## config.mk

```make
export PLATFORM = sky130hd
export DESIGN_NAME = rx_payload_egress
export DESIGN_NICKNAME = d
export VERILOG_FILES = /design/src/rtl/rxp_pkg.sv /design/src/rtl/rxp_packer.sv /design/src/rtl/rxp_fifo.sv /design/src/rtl/rxp_nclk_gen.sv /design/src/rtl/rx_payload_egress.sv
export SDC_FILE = /design/constraint.sdc
export NUM_CORES = 1
export LEC_CHECK = 0
export CORE_MARGIN = 3
export CORE_UTILIZATION = 35
export CTS_CLUSTER_SIZE = 28
export DETAILED_ROUTE_END_ITERATION = 6
export SLEW_MARGIN = 0
export SYNTH_ARGS = -nofsm -noshare
export SYNTH_HDL_FRONTEND = slang
export SYNTH_SLANG_ARGS = --single-unit
```

## constraint.sdc

```tcl
create_clock -name clk -period 3 [get_ports clk]
set_clock_uncertainty 0.05 [all_clocks]
set_input_delay 0.3 -clock clk [delete_from_list [all_inputs] [get_ports clk]]
set_output_delay 0.3 -clock clk [all_outputs]
set_load 0.01 [all_outputs]
```

## src/rtl/rxp_pkg.sv

```systemverilog
package rxp_pkg;

    typedef enum logic [2:0] {
        ST_IDLE,
        ST_SETUP,
        ST_HI0,
        ST_HI1,
        ST_LO0,
        ST_LO1
    } nclk_state_e;

    typedef struct packed {
        logic       first;
        logic [3:0] nib;
    } nib_entry_t;

endpackage

```

## src/rtl/rxp_packer.sv

```systemverilog
module rxp_packer
    import rxp_pkg::*;
(
    input  logic       clk,
    input  logic       rst_n,
    input  logic       en,
    input  logic       bit_in,
    input  logic       bit_valid,
    input  logic       frame_start,
    output logic       push,
    output nib_entry_t push_data
);
    logic [1:0] fill_q;
    logic [2:0] shreg_q;
    logic       first_q;

    always_ff @(posedge clk) begin
        if (!rst_n || !en) begin
            fill_q  <= '0;
            shreg_q <= '0;
            first_q <= 1'b0;
        end else if (bit_valid) begin
            if (frame_start) begin
                shreg_q <= {2'b00, bit_in};
                fill_q  <= 2'd1;
                first_q <= 1'b1;
            end else if (fill_q == 2'd3) begin
                fill_q  <= 2'd0;
                first_q <= 1'b0;
            end else begin
                shreg_q <= {shreg_q[1:0], bit_in};
                fill_q  <= fill_q + 2'd1;
            end
        end
    end

    always_comb begin
        push           = en && bit_valid && !frame_start && (fill_q == 2'd3);
        push_data.first = first_q;
        push_data.nib   = {shreg_q, bit_in};
    end
endmodule

```

## src/rtl/rxp_fifo.sv

```systemverilog
module rxp_fifo
    import rxp_pkg::*;
#(
    parameter int DEPTH = 4
) (
    input  logic       clk,
    input  logic       rst_n,
    input  logic       push,
    input  nib_entry_t din,
    input  logic       pop,
    output nib_entry_t dout,
    output logic       empty,
    output logic       full
);
    localparam int AW = (DEPTH > 1) ? $clog2(DEPTH) : 1;
    localparam logic [AW-1:0] LAST = AW'(DEPTH - 1);
    localparam logic [AW:0]   FULL_CNT = (AW + 1)'(DEPTH);

    nib_entry_t    mem_q [DEPTH];
    logic [AW-1:0] wr_q, rd_q;
    logic [AW:0]   cnt_q;

    always_ff @(posedge clk) begin
        if (!rst_n) begin
            wr_q  <= '0;
            rd_q  <= '0;
            cnt_q <= '0;
        end else begin
            if (push && !full) begin
                mem_q[wr_q] <= din;
                wr_q        <= (wr_q == LAST) ? '0 : wr_q + 1'b1;
            end
            if (pop && !empty) begin
                rd_q <= (rd_q == LAST) ? '0 : rd_q + 1'b1;
            end
            cnt_q <= cnt_q + (AW + 1)'(push && !full) - (AW + 1)'(pop && !empty);
        end
    end

    assign dout  = mem_q[rd_q];
    assign empty = (cnt_q == '0);
    assign full  = (cnt_q == FULL_CNT);
endmodule

```

## src/rtl/rxp_nclk_gen.sv

```systemverilog
module rxp_nclk_gen
    import rxp_pkg::*;
(
    input  logic       clk,
    input  logic       rst_n,
    input  logic       en,
    input  logic       empty,
    input  nib_entry_t head,
    output logic       pop,
    output logic       nclk,
    output logic [3:0] nib_q,
    output logic       first_q
);
    nclk_state_e state_q, state_d;
    logic        loaded_q, loaded_d;

    // state register
    always_ff @(posedge clk) begin
        if (!rst_n || !en) begin
            state_q  <= ST_IDLE;
            loaded_q <= 1'b0;
        end else begin
            state_q  <= state_d;
            loaded_q <= loaded_d;
        end
    end

    // next state and outputs
    always_comb begin
        state_d  = state_q;
        loaded_d = loaded_q;
        pop      = 1'b0;
        unique case (state_q)
            ST_IDLE: begin
                if (en && !empty) begin
                    pop     = 1'b1;
                    state_d = ST_SETUP;
                end
            end
            ST_SETUP: state_d = ST_HI0;
            ST_HI0:   state_d = ST_HI1;
            ST_HI1:   state_d = ST_LO0;
            ST_LO0: begin
                pop      = en && !empty;
                loaded_d = en && !empty;
                state_d  = ST_LO1;
            end
            ST_LO1:   state_d = loaded_q ? ST_HI0 : ST_IDLE;
            default:  state_d = ST_IDLE;
        endcase
        nclk = (state_q == ST_HI0) || (state_q == ST_HI1);
    end

    // launched data, updated only on pops made in low states
    always_ff @(posedge clk) begin
        if (!rst_n) begin
            nib_q   <= '0;
            first_q <= 1'b0;
        end else if (pop) begin
            nib_q   <= head.nib;
            first_q <= head.first;
        end
    end
endmodule

```

## src/rtl/rx_payload_egress.sv

```systemverilog
module rx_payload_egress
    import rxp_pkg::*;
#(
    parameter int FIFO_DEPTH   = 4,
    parameter int DS3_PULSES   = 1176,
    parameter int G832_PULSES  = 1074,
    parameter int G751_PULSES  = 384
) (
    input  logic       clk,
    input  logic       rst_n,
    input  logic       nibble_mode,
    input  logic [1:0] frame_type,
    input  logic       bit_in,
    input  logic       bit_valid,
    input  logic       frame_start,
    output logic       ser_out,
    output logic [3:0] nib_out,
    output logic       out_clk,
    output logic       frame_pulse,
    output logic       count_err
);
    localparam int CNT_W = $clog2(DS3_PULSES + 1);

    nib_entry_t pk_data_w, head_w;
    logic       pk_push_w, fifo_empty_w, fifo_full_w, pop_w, nclk_w, fp_nib_w;
    logic       ser_q, fp_ser_q, seen_q, err_q;
    logic [CNT_W-1:0] pulse_cnt_q, expect_w;

    rxp_packer u_packer (
        .clk(clk), .rst_n(rst_n), .en(nibble_mode),
        .bit_in(bit_in), .bit_valid(bit_valid), .frame_start(frame_start),
        .push(pk_push_w), .push_data(pk_data_w)
    );

    rxp_fifo #(.DEPTH(FIFO_DEPTH)) u_fifo (
        .clk(clk), .rst_n(rst_n), .push(pk_push_w), .din(pk_data_w),
        .pop(pop_w), .dout(head_w), .empty(fifo_empty_w), .full(fifo_full_w)
    );

    rxp_nclk_gen u_gen (
        .clk(clk), .rst_n(rst_n), .en(nibble_mode), .empty(fifo_empty_w),
        .head(head_w), .pop(pop_w), .nclk(nclk_w), .nib_q(nib_out),
        .first_q(fp_nib_w)
    );

    // serial path
    always_ff @(posedge clk) begin
        if (!rst_n) begin
            ser_q    <= 1'b0;
            fp_ser_q <= 1'b0;
        end else begin
            if (bit_valid) ser_q <= bit_in;
            fp_ser_q <= bit_valid && frame_start;
        end
    end

    // per-frame pulse audit
    always_comb begin
        unique case (frame_type)
            2'd0:    expect_w = CNT_W'(DS3_PULSES);
            2'd1:    expect_w = CNT_W'(G832_PULSES);
            default: expect_w = CNT_W'(G751_PULSES);
        endcase
    end

    always_ff @(posedge clk) begin
        if (!rst_n) begin
            pulse_cnt_q <= '0;
            seen_q      <= 1'b0;
            err_q       <= 1'b0;
        end else if (pop_w) begin
            if (head_w.first) begin
                if (seen_q && (pulse_cnt_q != expect_w)) err_q <= 1'b1;
                pulse_cnt_q <= CNT_W'(1);
                seen_q      <= 1'b1;
            end else begin
                pulse_cnt_q <= pulse_cnt_q + 1'b1;
            end
        end
    end

    assign ser_out     = ser_q;
    assign out_clk     = nibble_mode ? nclk_w : clk;
    assign frame_pulse = nibble_mode ? fp_nib_w : fp_ser_q;
    assign count_err   = err_q;
endmodule

```

; After elaboration in Yosys (flattened, before gate mapping)
; Memories as Yosys holds them, arrays and structs flattened. A register that Yosys moved wholly into a read port is not among the register bits.
; Index checks and enable logic that the tools add are counted.
[classes]
add_sub_neg = 6
eq_ne = 13
n_mux = 22
reduce_logical = 23
[op_table]
columns = cell, count
row1 = $pmux W11 S2, 1
row2 = $pmux W3 S6, 1
row3 = $mux W2, 7
row4 = $add A11 B1 Y11 const B, 1
row5 = $mux W11, 1
row6 = $ne A11 B11 Y1, 1
row7 = $eq A3 B3 Y1 const B, 3
row8 = $mux W3, 3
row9 = $logic_and A1 B1 Y1, 8
row10 = $mux W1, 8
row11 = $add A2 B1 Y2 const B, 3
row12 = $eq A2 B2 Y1 const B, 3
row13 = $eq A3 B2 Y1 const B, 2
row14 = $logic_not A3 Y1, 2
row15 = $reduce_and A2 Y1, 3
row16 = $logic_not A1 Y1, 5
row17 = $add A3 B1 Y3, 1
row18 = $eq A3 B1 Y1 const B, 1
row19 = $reduce_and A3 Y1, 1
row20 = $sub A3 B1 Y3, 1
row21 = $eq A2 B1 Y1 const B, 1
row22 = $logic_not A2 Y1, 1
row23 = $logic_or A1 B1 Y1, 2
row24 = $ne A2 B1 Y1 const B, 1
row25 = 3 further kinds, 3
[word_totals]
regBits = 37
mem_bits_rw = 20
in_bits = 8
out_inout_bits = 8
word_cells = 80
mem_count = 1
[mem_list]
columns = name, depth, word_bits, read_ports, rd_clocked_by_memory_dff, wr, line_no
row1 = u_fifo.mem_q, 4, 5, 1, 1, 1, rxp_fifo.sv:19  ; nib_entry_t mem_q [DEPTH];

; Depth between registers and ports, before layout
; Gate-level depths: netlist (run 1).
[logic_depth]
word_depth = 8
mapped_depth = 11
ltp_nobuf = 9

; By module
; From an unflattened synthesis (run 1), not the netlist that was laid out.
[unflattened]
cells_unflattened = 235
hier_area_um2 = 2618.8
[by_module_without_submodules]
columns = mod, instances, cells_each, area_each_um2, seq_area_each_um2
row1 = rxp_fifo, 1, 79, 1223.7, 780.7
row2 = rx_payload_egress, 1, 82, 737.0, 300.3
row3 = rxp_nclk_gen, 1, 41, 384.1, 180.2
row4 = rxp_packer, 1, 33, 274.0, 120.1

==> metrics.txt, run 1 <==
outcome finished clean; CP Capture Type output port; setup_tns 0 ns; kind of critical path clk2out; initial antenna violation count 0; RSZ-0062 raised after global routing no; slowest stage delay, CP around 0.5 ns; Inserted Clock Buffers 9; Worst-path clk slew approximately 0.07 ns; routed vias/inst slightly below 5; most used cell, CP clkbuf_8; Crit path buffers/inverters 4; HPWL Detailed between 3000 and 4000 um; syn nets between 200 and 300; Syn-to-layout area delta 17.7%; Clk Latency, worst-skew pair ~0.34 ns; GRT overflow 0; Netlist cell types 45; drt first pass iters 5; Static Leak 1.08 nW; Max VDD drop between 0.0003 and 0.0004 V; met3 Use GR approximately 4.5%; worst r2r path cells 9; final wirelength 4520 um; slowest cell on the critical path clkdlybuf4s50_1; synth warn 0; H-tree depth 3; final setup vio count 0; xor/xnor share of the synthesized area 3.00%; Core Box Area about 7100 um2; CTS tree yes; critical-path maximum fanout 10; CTS root buf clkbuf_8; Total Power around 0.0022 W; Post-synth EDFFs 20; DIE AREA 8590 um2; syn avg cell area between 10 and 15 um2; CP arrival ~2.5 ns; maximum root-to-sink buffer count 2; first-pass GRT wire length between 7000 and 8000 um; largest net degree at the start of global routing 18; IO Count 16; r2r setup slk between 0.7 and 0.8 ns; asr flop ratio synth 0%; Core Rows 30; mux contribution to synthesized area 6.23%; met1 usage roughly 15%; placer congestion estimate roughly 0.76; Gate Count Post-Synth about 240; hold buffers post-CTS 0; Primary FF master, synth dfxtp_1; critical-path cell list clkbuf_8 > clkbuf_8 > inv_1 > o21ai_0 > clkdlybuf4s50_1; Diodes inserted 0; drt drc 0; Req. time, crit path 2.65 ns; Worst-Margin Slew 0.360 ns; DR WL/cell ~12 um; Crit. path cell count 5; first-iteration detailed-routing DRC count 48; post-CTS sizing 0; number of synthesized register bits just under 60; Tot GR Track Use a little under an eighth; GR Util met2 approximately 18%; reg2reg start u_packer.fill_q[0]; Netlist Area Pre-Place approximately 2600 um2; Worst Setup EP out_clk; Startpoint Class clock port; Hold Path Class reg2reg; Rel. slew slack roughly three quarters; layout cells sized above 1 roughly 11%; Synth Area in Simple Gates about a fifth; Initial Utilization around 37%; max-cap violations 0; Final Hold Fails 0; Top Family by Delay on Critical Path buffers and inverters; vias in the first global route between 1500 and 2000; max-slew violation count 0; Hold Slack 0.409 ns; Synth Area in Compound Gates 10.2%; I/O Buffers 15; main combinational cell family by area after synthesis simple AND/OR/NAND/NOR gates; setup bufs post-CTS 0; Critical Path Start clk; Layout Nets around 280; Routed Antenna Nets 0; layer with the highest usage met2; cell area power density ~710 nW/um2; Die Wd just over 90 um; die height just over 90 um; Adder-Cell Fraction of Synth Area between 4 and 5%; RR Endpoint u_fifo.cnt_q[2]; sequential area share after synthesis 52.5%; DR vias between 1500 and 2000
[worst min-delay path by stage]
stage / startpoint / to / cells after the start
6_report: u_gen.loaded_q / u_gen.loaded_q / 2
3_5_place_dp: seen_q / seen_q / 1
2_1_floorplan: bit_in / u_fifo.mem_q[0][0] / 0
3_3_place_gp: count_err / count_err / 2
5_1_grt: u_packer.fill_q[1] / u_packer.fill_q[1] / 2
4_1_cts: u_gen.loaded_q / u_gen.loaded_q / 2
[layer usage]
layer	up-vias	part of all wire [%]	wire, um
met5	-	0	0
met4	0	1.3	60
met3	4	3.5	156
met2	24	46	2100
met1	821	49	2200
li1	910	-	-
[kinds of logic after synthesis]
kind of cell,Yosys count
and+or+nand+nor,96
DFF,59
AOI/OAI and AO/OA,39
buffers and inverters,19
muxes,10
xor gates and xnor gates,9
adders and majority gates,9
[power breakdown]
group	switching [W]	internal, W	total [W]
Combinational	0.000219	0.000216	0.000435
Clock	0.000331	0.000479	0.000811
Sequential	0.0000745	0.000888	0.000962
[synth_stat cells, types with 5 or more instances]
cell      number  area [um2]
mux4_2         5         113
dfxtp_1       39         781
a21boi_0       8        60.1
nand2_1       25        93.8
or3_1          5        31.3
nand3b_1       5        37.5
xor2_1         5        43.8
ha_1           8         100
clkbuf_1       6        22.5
edfxtp_1      20         601
inv_1          7        26.3
nand4_1        6        37.5
nor2_1        19        71.3
a21oi_1       13        65.1
o21ai_0        7        35.0
nor2b_1        6        37.5
and3_1         7        43.8
nand3_1        5        25.0
[stage by stage]
stage	area (um2)	worst slack, ns	util (%)	std cells
3_5_place_dp	2880	0.346	40.9	346
4_1_cts	3100	0.142	43.9	362
5_1_grt	3100	0.128	43.9	362
3_3_place_gp	2880	0.397	40.9	346
6_report	3100	0.201	43.9	362
2_1_floorplan	2630	0.518	-	241
[placed cells by master, fill, tap and decap left out, types with 2 or more instances in the layout]
cell and count:
a21boi_0 8, nand3_1 5, a211oi_1 2, clkinv_2 2, dfxtp_1 39, mux2i_1 4
nor4_1 2, nand3b_1 5, a21oi_1 13, and2_1 4, nand2_1 25, clkdlybuf4s50_1 15
bufinv_16 2, mux4_2 5, a2111oi_0 2, o21ai_0 7, or3_1 5, buf_4 6
ha_1 8, xor2_1 5, xnor2_1 4, nand2b_1 3, nor2b_1 6, edfxtp_1 20
nor2_1 19, and3_1 7, inv_1 7, clkbuf_8 9, or4bb_1 2, nand4_1 6
[area by class of cell]
class                   instances  area [um2]
clock buffers                  10         134
clock inverters                 8        93.8
fillers                       706        3960
inverters                       6        22.5
multi-input cells             163        1160
flip-flops and latches         59        1380
well taps                      96         120
repair buffers                 20         185
[flip-flops by register name (all words and copies together), names as in the netlist, named ones only]
register / cells
u_fifo.mem_q: 20
pulse_cnt_q: 11
u_gen.nib_q: 4
u_fifo.cnt_q: 3
u_gen.state_q: 3
u_packer.shreg_q: 3
u_fifo.rd_q: 2
u_fifo.wr_q: 2
u_packer.fill_q: 2
count_err: 1
fp_ser_q: 1
seen_q: 1
ser_out: 1
u_gen.first_q: 1
u_gen.loaded_q: 1
u_packer.first_q: 1
[worst register-to-register path: stages, from the launching register on]
cell	delay, ns
dfxtp_1	0.36
ha_1	0.25
inv_1	0.11
a2111oi_4	0.30
ha_1	0.21
inv_1	0.06
fa_1	0.40
xnor2_1	0.15
xnor2_1	0.12
and2_1	0.15
Note: power is estimated with default switching activity, not from simulation.
==> run 2, diff against run 1 <==
--- a/config.mk
+++ b/config.mk
@@ -6,7 +6,7 @@
 export NUM_CORES = 1
 export LEC_CHECK = 0
 export CORE_MARGIN = 3
-export CORE_UTILIZATION = 35
+export CORE_UTILIZATION = 45
 export CTS_CLUSTER_SIZE = 28
 export DETAILED_ROUTE_END_ITERATION = 6
 export SLEW_MARGIN = 0
==> run 2 against run 1 <==
  * Die area fell by 21%
  * Via count fell by 0.74%
  * Non-clock buffer count did not move
  * First-iteration DRC count rose by 110%
  * Critical endpoint unchanged
==> metrics.txt, run 2 (synthesis gave the netlist of run 1 again) <==
outcome finished clean; met3 Use GR 5.10% (+0.55 points); Diodes inserted 0 (unchanged); Die Wd 82.5 um (-11%); Inserted Clock Buffers 9 (unchanged); most frequent cells in the layout 39 x dfxtp_1, 25 x nand2_1, 20 x edfxtp_1; largest registers u_fifo.mem_q x20, pulse_cnt_q x11, u_gen.nib_q x4; met1 usage 21.5% (+6.8 points); hold buffers post-CTS 0 (unchanged); DR WL/cell 13.4 um (+7.8%); slowest stage delay, CP 0.49 ns (about the same); final setup vio count 0 (unchanged); H-tree depth 3 (unchanged); routed vias/inst 5.17 (+6.3%); critical-path cell list clkbuf_8 > clkbuf_8 > inv_1 > o21ai_0 > clkdlybuf4s50_1; dpl cell area 2850 um2 (-1.0%); post-CTS sizing 0 (unchanged); design area 3040 um2 (-1.7%); max-cap violations 0 (unchanged); first-iteration detailed-routing DRC count 102 (+110%); critical-path maximum fanout 8 (-2); final core utilization 54.6% (+11 points); Top Family by Delay on Critical Path buffers and inverters; Max VDD drop 0.000439 V (+21%); HPWL Detailed 3140 um (-2.9%); Core Rows 27 (-10%); GR Util met2 21.6% (+3.3 points); Syn-to-layout area delta 15.7%; filler instances 483 (-32%); DIE AREA 6800 um2 (-21%); first-pass GRT wire length 7790 um (-2.4%); Rel. slew slack 75.5% (+0.14 points); drt drc 0 (unchanged); GRT overflow 0 (unchanged); slowest cell on the critical path clkdlybuf4s50_1; maximum root-to-sink buffer count 2 (unchanged); CP Capture Type output port; Startpoint Class clock port; Worst-path clk slew 0.06 ns (about the same); DR vias 1746 (-0.74%); most used cell, CP clkbuf_8; Static Leak 1.06 nW (-1.3%); number of flip-flops under the largest register name 20 (unchanged); final wirelength 4550 um (+0.62%); Req. time, crit path 2.65 ns (about the same); kind of critical path clk2out; Clk Latency, worst-skew pair 0.33 ns (about the same); Tot GR Track Use 15.6% (+3.6 points); Initial Utilization 47.2% (+9.9 points); most common cell after layout, fill and taps aside dfxtp_1; IO Count 16 (unchanged); placer congestion estimate 0.743 (-1.9%); die height 82.5 um (-11%); Final Hold Fails 0 (unchanged); FF/Latch Area 1380 um2 (unchanged); pre-CTS WS 0.363 ns (+0.0170 ns); CP arrival 2.44 ns (about the same); layer with the highest usage met2; cell area power density 695 nW/um2 (-2.5%); CTS root buf clkbuf_8; Layout Nets 278 (unchanged); Crit path buffers/inverters 4 (unchanged); setup_tns 0 ns (unchanged); I/O Buffers 15 (unchanged); Routed Antenna Nets 0 (unchanged); setup bufs post-CTS 0 (unchanged); fin worst setup slack 0.212 ns (+0.0116 ns); max-slew violation count 0 (unchanged); Hold Path Class reg2reg; Core Box Area 5570 um2 (-21%); vias in the first global route 1674 (-2.4%); drt first pass iters 4 (-1); initial antenna violation count 0 (unchanged); Largest Register u_fifo.mem_q; Total Power 0.00212 W (-4.2%); area of the multi-input gates 1160 um2 (unchanged); largest net degree at the start of global routing 17 (-1); layout cells sized above 1 11.3% (unchanged); RSZ-0062 raised after global routing no; CTS tree yes; Worst-Margin Slew 0.358 ns (-0.00208 ns)
run 2: worst paths after layout:
| path | start | end | slack [ns] | cells after the start |
|---|---|---|---|---|
| setup / recovery | clk | out_clk | 0.21 | 5 |
| hold / removal | u_gen.loaded_q | u_gen.loaded_q | 0.41 | 2 |
| setup reg to reg | u_packer.fill_q[0] | u_fifo.cnt_q[2] | 0.73 | 9 |
| hold reg to reg | u_gen.loaded_q | u_gen.loaded_q | 0.41 | 2 |
run 2: layer usage:
layer | up-vias | share of wire, %
met5 | - | 0
met4 | 0 | 1.8
met3 | 7 | 3.4
met2 | 23 | 43
met1 | 810 | 52
li1 | 906 | -
run 2: layout make-up:
class	instances	share of cell area, %
Clock buffer	10	4.40
Tap cell	72	2.96
Inverter	6	0.740
Clock inverter	8	2.34
Sequential cell	59	45.4
Timing Repair Buffer	20	6.08
Multi-Input combinational cell	163	38.1
run 2: where the power goes:
part	total (W)	switching, W	internal [W]
combinational	0.000437	0.000221	0.000216
clock	0.000716	0.000323	0.000393
sequential	0.000962	0.0000745	0.000888
total	0.00212	0.000618	0.00150
run 2: tightest hold or removal path, cell delays in order (launching register included):
cell,delay [ns]
dfxtp_1,0.31
nand2_1,0.05
a21oi_1,0.05
run 2: per-stage QoR:
stage / hold slack (ns) / cells
2_1_floorplan: 0.349 / 241
3_3_place_gp: 0.397 / 322
3_5_place_dp: 0.401 / 322
4_1_cts: 0.411 / 338
5_1_grt: 0.433 / 338
6_report: 0.408 / 338
